==> src/rtl/bsw_pkg.sv <==
package bsw_pkg;
    typedef enum logic [2:0] {
        ST_INIT,
        ST_MAIN,
        ST_GAP_TO_BATT,
        ST_BATT,
        ST_GAP_TO_MAIN
    } bsw_state_e;

    localparam int N_FLAGS     = 4;
    localparam int FL_BELOW_SW = 0;
    localparam int FL_BATT_GT  = 1;
    localparam int FL_ABOVE_RST = 2;
    localparam int FL_PFI_LOW  = 3;
endpackage

==> src/rtl/bsw_flag_qual.sv <==
module bsw_flag_qual #(
    parameter int N_FLAGS       = 4,
    parameter int SYNC_STAGES   = 2,
    parameter int STABLE_CYCLES = 4
) (
    input  logic               clk,
    input  logic               rst_n,
    input  logic [N_FLAGS-1:0] raw_i,
    output logic [N_FLAGS-1:0] qual_o
);
    localparam int CNT_W = $clog2(STABLE_CYCLES + 1);

    for (genvar g = 0; g < N_FLAGS; g++) begin : g_flag
        logic [SYNC_STAGES-1:0] chain;
        logic [CNT_W-1:0]       cnt;
        logic                   held;
        logic                   synced;

        assign synced    = chain[SYNC_STAGES-1];
        assign qual_o[g] = held;

        always_ff @(posedge clk or negedge rst_n) begin
            if (!rst_n) begin
                chain <= '0;
                cnt   <= '0;
                held  <= 1'b0;
            end else begin
                chain <= {chain[SYNC_STAGES-2:0], raw_i[g]};
                if (synced != held) begin
                    if (cnt == CNT_W'(STABLE_CYCLES - 1)) begin
                        held <= synced;
                        cnt  <= '0;
                    end else begin
                        cnt <= cnt + 1'b1;
                    end
                end else begin
                    cnt <= '0;
                end
            end
        end
    end
endmodule

==> src/rtl/bsw_fsm.sv <==
module bsw_fsm
    import bsw_pkg::*;
#(
    parameter int INIT_CYCLES = 8
) (
    input  logic clk,
    input  logic rst_n,
    input  logic below_sw,
    input  logic batt_gt,
    input  logic above_rst,
    input  logic pfi_low,
    input  logic stretch,
    output logic main_sel,
    output logic batt_sel,
    output logic pf_n
);
    localparam int IW = $clog2(INIT_CYCLES + 1);

    bsw_state_e state_q, state_d;
    logic [IW-1:0] init_cnt;

    always_ff @(posedge clk or negedge rst_n) begin
        if (!rst_n) begin
            state_q  <= ST_INIT;
            init_cnt <= '0;
        end else begin
            state_q <= state_d;
            if (state_q == ST_INIT) init_cnt <= init_cnt + 1'b1;
        end
    end

    always_comb begin
        state_d = state_q;
        unique case (state_q)
            ST_INIT:        if (init_cnt == IW'(INIT_CYCLES - 1)) state_d = ST_MAIN;
            ST_MAIN:        if (below_sw && batt_gt) state_d = ST_GAP_TO_BATT;
            ST_GAP_TO_BATT: state_d = ST_BATT;
            ST_BATT:        if (above_rst && stretch) state_d = ST_GAP_TO_MAIN;
            ST_GAP_TO_MAIN: state_d = ST_MAIN;
            default:        state_d = ST_INIT;
        endcase
    end

    always_comb begin
        main_sel = 1'b0;
        batt_sel = 1'b0;
        pf_n     = !(pfi_low || below_sw);
        unique case (state_q)
            ST_INIT: begin
                main_sel = 1'b1;
                pf_n     = 1'b0;
            end
            ST_MAIN:        main_sel = 1'b1;
            ST_BATT:        batt_sel = 1'b1;
            ST_GAP_TO_BATT,
            ST_GAP_TO_MAIN: ;
            default: begin
                main_sel = 1'b1;
                pf_n     = 1'b0;
            end
        endcase
    end
endmodule

==> src/rtl/bkup_switch_ctrl.sv <==
module bkup_switch_ctrl
    import bsw_pkg::*;
#(
    parameter int SYNC_STAGES   = 2,
    parameter int STABLE_CYCLES = 4
) (
    input  logic clk,
    input  logic rst_n,
    input  logic vmain_below_sw_i,
    input  logic batt_above_main_i,
    input  logic vmain_above_rst_i,
    input  logic pfin_low_i,
    input  logic rst_stretch_i,
    output logic main_sel_o,
    output logic batt_sel_o,
    output logic pf_n_o
);
    localparam int INIT_CYCLES = SYNC_STAGES + STABLE_CYCLES + 2;

    logic [N_FLAGS-1:0] raw_flags;
    logic [N_FLAGS-1:0] qual_flags;
    logic below_q, battgt_q, aboverst_q, pfilow_q;

    always_comb begin
        raw_flags               = '0;
        raw_flags[FL_BELOW_SW]  = vmain_below_sw_i;
        raw_flags[FL_BATT_GT]   = batt_above_main_i;
        raw_flags[FL_ABOVE_RST] = vmain_above_rst_i;
        raw_flags[FL_PFI_LOW]   = pfin_low_i;
    end

    bsw_flag_qual #(
        .N_FLAGS      (N_FLAGS),
        .SYNC_STAGES  (SYNC_STAGES),
        .STABLE_CYCLES(STABLE_CYCLES)
    ) u_qual (
        .clk   (clk),
        .rst_n (rst_n),
        .raw_i (raw_flags),
        .qual_o(qual_flags)
    );

    assign below_q    = qual_flags[FL_BELOW_SW];
    assign battgt_q   = qual_flags[FL_BATT_GT];
    assign aboverst_q = qual_flags[FL_ABOVE_RST];
    assign pfilow_q   = qual_flags[FL_PFI_LOW];

    bsw_fsm #(
        .INIT_CYCLES(INIT_CYCLES)
    ) u_fsm (
        .clk      (clk),
        .rst_n    (rst_n),
        .below_sw (below_q),
        .batt_gt  (battgt_q),
        .above_rst(aboverst_q),
        .pfi_low  (pfilow_q),
        .stretch  (rst_stretch_i),
        .main_sel (main_sel_o),
        .batt_sel (batt_sel_o),
        .pf_n     (pf_n_o)
    );
endmodule

==> config.mk <==
export PLATFORM = sky130hd
export DESIGN_NAME = bkup_switch_ctrl
export DESIGN_NICKNAME = d
export VERILOG_FILES = /design/src/rtl/bsw_pkg.sv /design/src/rtl/bsw_flag_qual.sv /design/src/rtl/bsw_fsm.sv /design/src/rtl/bkup_switch_ctrl.sv
export SDC_FILE = /design/constraint.sdc
export NUM_CORES = 1
export LEC_CHECK = 0
export ABC_AREA = 1
export BUFFER_PORTS_ARGS = -buffer_cell sky130_fd_sc_hd__buf_2
export CORE_MARGIN = 1
export CORE_UTILIZATION = 43
export CTS_CLUSTER_SIZE = 8
export DETAILED_ROUTE_END_ITERATION = 12
export PLACE_DENSITY = 0.7
export SLEW_MARGIN = 20
export SYNTH_ARGS = -nofsm -noshare
export SYNTH_HDL_FRONTEND = slang
export SYNTH_SLANG_ARGS = --single-unit
==> constraint.sdc <==
create_clock -name clk -period 1.3 [get_ports clk]
set_input_delay 0.195 -clock clk [delete_from_list [all_inputs] [get_ports clk]]
set_output_delay 0.195 -clock clk [all_outputs]
set_load 0.1 [all_outputs]
* Word level (Yosys, flattened, before mapping) *
Index checks and enable logic that the tools add are counted.

word-level totals
  bits in registers = 31
  output and inout port bits = 3
  logic and storage cells = 62

cells by class
  add/subtract/negate cells = 5
  eq/ne operators = 16
  mux-type cells = 15
  reductions and logical operators = 12

operators by type and width
  kind                                                             count
  3-bit 2-to-1 mux                                                 11
  3-bit by 2-bit == test with 1-bit output, second input constant  6
  3-bit case mux with 5 select lines                               1
  3-bit by 1-bit adder with 3-bit output, second input constant    4
  2-bit AND reduction                                              4
  4-bit by 1-bit adder with 4-bit output, second input constant    1
  4-bit by 3-bit == test with 1-bit output, second input constant  1
  1-bit != test                                                    4
  2-bit by 1-bit != test with 1-bit output, second input constant  2
  4-bit OR reduction                                               1
  3-bit by 1-bit == test with 1-bit output, second input constant  1
  3-bit == test, second input constant                             1
  3-bit zero test                                                  1
  1-bit 2-to-1 mux                                                 3
  3-bit AND reduction                                              1
  3-bit OR reduction                                               1
  1-bit logical AND                                                2
  2-bit != test, second input constant                             1
  1-bit zero test                                                  1
  1-bit logical OR                                                 1

* Longest topological paths before layout *
  depth after elaboration = 3
  mapped depth = 5
  mapped depth without buffers = 5

* By module *
From an unflattened synthesis, not the netlist that was laid out.

unflattened totals
  cell total of the unflattened synthesis = 150
  area, all modules = 1382.6 µm²

modules (own cells, without submodules)
  module         times used  cells each  area each (µm²)
  bsw_flag_qual  1           104         985.9
  bsw_fsm        1           46          396.6

* Least setup slack after synthesis *
OpenSTA, ideal clock, no wires.

  path kind = register to output
  start = register u_fsm.state_q[2]
  end = output main_sel_o
  arrival time = 2584 ps
  required time = 1105 ps
  path slack = -1479 ps
  stages on the path, launching flop included = 2
  buffers on the path = 0
  path through = dfrtp_1 o21ai_0

on the way
  word-level cells in the longest chain between the ends = 3
  elaborated cells on any way between the ends = 5

RTL lines
  item                                                                       RTL line                text
  start, declared                                                            bsw_fsm.sv:19           bsw_state_e state_q, state_d;
  start signal, assigned                                                     bsw_fsm.sv:27           state_q <= state_d;
  3-bit by 2-bit == test with 1-bit output or 3-bit == test (tied branches)  bsw_fsm.sv:48           unique case (state_q)
  3-bit OR reduction (no source line) *                                      -
  1-bit 2-to-1 mux *                                                         bsw_fsm.sv:48
  end, declared                                                              bkup_switch_ctrl.sv:14  output logic main_sel_o,

Every way passes the cells marked *; elsewhere a longest branch is shown, timed or not.

* Worst setup path after layout *
  start = register u_fsm.state_q[0]
  end = output pf_n_o

on the way
  word-level cells in the longest chain between the ends = 3
  elaborated cells on any way between the ends = 6

RTL lines
  item                                                                    RTL line                text
  3-bit by 1-bit == test with 1-bit output, or another cell as far along  bsw_fsm.sv:48
  4-bit OR reduction (no source line) *                                   -
  1-bit 2-to-1 mux *                                                      bsw_fsm.sv:48
  end, declared                                                           bkup_switch_ctrl.sv:16  output logic pf_n_o

Marked as above.

==> flow_summary.toml <==
[placement]
detailedPlacementHpwl_um = 1330
dpl_worst_slack_ps = 39.4
numPortBuffers = 9
numPlacedInstances = 159
routabilityCongestion = 0.806

[global_routing]
grt_start_max_net_pins = 32
grt_pass1_vias = 851
grt_remaining_overflow = 0
global_route_total_usage_across_every_layer_pct = 15.0
grt_first_pass_wirelength_um = 3500
antenna_violations_before_repair = 0

[detailed_routing]
drt-vias-per-instance = 4.70
post-route-drc-count = 0
drtPass1Iterations = 4
final_routed_wire_length_divided_by_cell_count_um = 10.9
drt_wl_total_um = 1880
detailroute.via_count = 813
drt_iter0_markers = 7
drt.antenna.violating_nets = 0

[power_and_ir_drop]
power.density_nw_per_um2 = 2600
peak_supply_drop_uv = 2270
leakagePower_nw = 0.775
power.total_w = 0.00415

[clock_tree]
cts-buffers-inserted = 5
clkLatencyLatePin_ps = 320
cts.clk_slew.worst_paths_ps = 90
cts-root-to-sink-buffers = 2
tritoncts = "yes"
htree_num_levels = 2
clock-sinks = 31
clock_tree.root_cell = "clkbuf_4"

[sta]
final.setup_skew_ps = 7.78
max_slew_margin_pct = 82.3
worstMarginPinSlew_ps = 264
final.period_utilization_pct = 123
final_max_slew_viol_count = 0
achievable-frequency_ghz = 0.628
timing.final.setup_violations = 3
layout_setup_ws_ps = -293
hold_viol = 0
fin_crit_ps = 1590
rsz0062_at_grt = "yes"
fin_hold_ws_ps = 193

[min_path]
worst_hold_path_type = "primary input to register"

[yosys]
synthMuxAreaShare_pct = 2.67
synthDominantAreaCellType = "dfrtp_1"
yosys.area_share.xor_xnor_pct = 5.44
synth_area_per_cell_sq_um = 11.3
ys_types = 19
synthCells = 112
synth_simple_gate_area_share_pct = 20.6
synth_top_family_by_area = "simple AND/OR/NAND/NOR gates"
synthDominantCellAreaShare_pct = 61.3
synth-compound-area-share_pct = 1.48
ff_latch_count_synth = 31
postSynthNetCount = 124
synth_top_cells_by_area = "dfrtp_1 61%, nand2_1 5.6%, ha_1 4.9%, xnor2_1 4.2%, inv_1 3.3%"
synth-warning-count = 0
synth_seq_area_share_pct = 61.3
yosys.area_share.adder_pct = 4.95
synthesis.area_sq_um = 1260

[floorplan]
fp.coreArea_sq_um = 2780
die_height_um = 56.2
floorplan.die.width_um = 56.2
ioPinCount = 10
starting_density_of_the_core_pct = 45.5
fp.dieArea_sq_um = 3160
fp-row-count = 19

[finish]
synthToLayoutAreaGrowth_pct = 26.3
diodes = 0
final_core_util_pct = 57.4
finish.net_count = 153
finish.cell_count_without_fillers = 173
drive_gt1_share_pct = 30.3

[status]
status = "finished, violations left"
failed_checks = "negative setup slack"

[worst_setup_path]
critPathTopFamily = "flip-flops"
worstPathCellList = "nor2_4 -> buf_4 -> nand2_4 -> nand2_2 -> nor3_4 -> buf_12"
cp-end-kind = "output pin"
type_of_origin_of_the_critical_path = "register"
worstPathArrival_ps = 1400
required_time_at_the_endpoint_of_the_critical_path_ps = 1110
worst_path_max_fanout = 5
timing.critical_path.slowest_stage_cell = "dfrtp_1"
criticalPathCategory = "register to output pin"
critical_path.max_stage_delay_ps = 400
cp_num_buf_inv = 2

[run]
max-cap-violations = 0
==> cell usage in the layout (no fill, tap or decap), drive strengths merged <==
cell type | netlist | layout
buf | 0 | 17
nor2 | 12 | 12
xnor2 | 6 | 6
nand2 | 22 | 22
dlygate4sd3 | 0 | 5
a31oi | 1 | 1
ha | 5 | 5
dfrtp | 31 | 31
o21bai | 1 | 1
o21ai | 1 | 1
nor3b | 3 | 3
nor3 | 6 | 6
mux2 | 3 | 3
nand3 | 8 | 8
inv | 12 | 12
clkbuf | 0 | 5
clkinv | 0 | 3
xor2 | 1 | 1
==> worst paths after layout <==
path	start	to	slack (ps)	depth (start not counted)
worst max register to register	u_fsm.state_q[1]$_DFFE_PN0P_	u_fsm.state_q[0]$_DFFE_PN0P_	100	6
min in group asynchronous	rst_n	u_fsm.init_cnt[0]$_DFFE_PN0N_	340	3
max in group asynchronous	rst_n	u_fsm.state_q[1]$_DFFE_PN0P_	790	3
worst max-delay path	u_fsm.state_q[0]$_DFFE_PN0P_	pf_n_o	-290	6
worst min-delay path	rst_stretch_i	u_fsm.state_q[0]$_DFFE_PN0P_	190	4
worst min register to register	u_qual.g_flag[2].chain[0]$_DFF_PN0_	u_qual.g_flag[2].chain[1]$_DFF_PN0_	350	0
==> per-stage QoR <==
step / area [sq um] / setup TNS, ps
final: 1600 / -677
after global routing: 1600 / -889
after CTS: 1600 / -741
after detailed placement: 1480 / 0
after global placement: 1480 / 0
after floorplan: 1280 / -956
==> cell type report <==
class,instances,area (sq um)
repair buffers,22,213
clock inverters,3,15.0
well taps,31,38.8
fillers,222,1180
inverters,12,45.0
flip-flops and latches,31,777
clock buffers,5,37.5
multi-input cells,69,472
==> metal layers <==
layer	wire (um)	global-route usage (%)
met5	0	0
met4	16	6.27
met3	70	5.58
met2	962	26.4
met1	835	16.2
==> worst register-to-register path: cells and delay by family (launching register included) <==
family,cells,cell delay (ps)
flip-flops,1,430
AND/OR/NAND/NOR,3,300
buffers and inverters,2,300
AO/OA/AOI/OAI,1,50
==> sequential cells by signal, indices dropped and copies added, names as in the netlist <==
register             cells
u_fsm.init_cnt           4
u_fsm.state_q            3
u_qual.g_flag.chain      8
u_qual.g_flag.cnt       12
u_qual.g_flag.held       4
==> logic make-up after synthesis <==
| group | after synthesis |
|---|---|
| xor+xnor | 7 |
| mux | 3 |
| flops | 31 |
| compound gates | 3 |
| fa+ha+maj | 5 |
| simple gates | 51 |
| buf+inv | 12 |
==> power breakdown <==
group / internal [W] / total, W / switching (W) / leakage, nW
Sequential: 0.00125 / 0.00148 / 0.000226 / 0.385
Combinational: 0.000902 / 0.00214 / 0.00124 / 0.355
Clock: 0.000201 / 0.000524 / 0.000323 / 0.0347
Total: 0.00236 / 0.00415 / 0.00179 / 0.775
==> Yosys cell counts <==
cell,number
a31oi_1,1
dfrtp_1,31
ha_1,5
inv_1,11
inv_2,1
mux2_2,3
nand2_1,19
nand2_2,2
nand2_4,1
nand3_1,8
nor2_1,9
nor2_4,3
nor3_1,5
nor3_2,1
nor3b_1,3
o21ai_0,1
o21bai_1,1
xnor2_1,6
xor2_2,1
==> repair_timing <==
action                                  in CTS  in global routing
pin swaps                                    1                  0
hold buffers                                 5                  0
gates resized for setup                      1                  2
endpoints found under the setup margin       3                  3
hold endpoints to repair                    35                  0
buffers inserted                             1                  0
(Power assumes the default switching activity.)
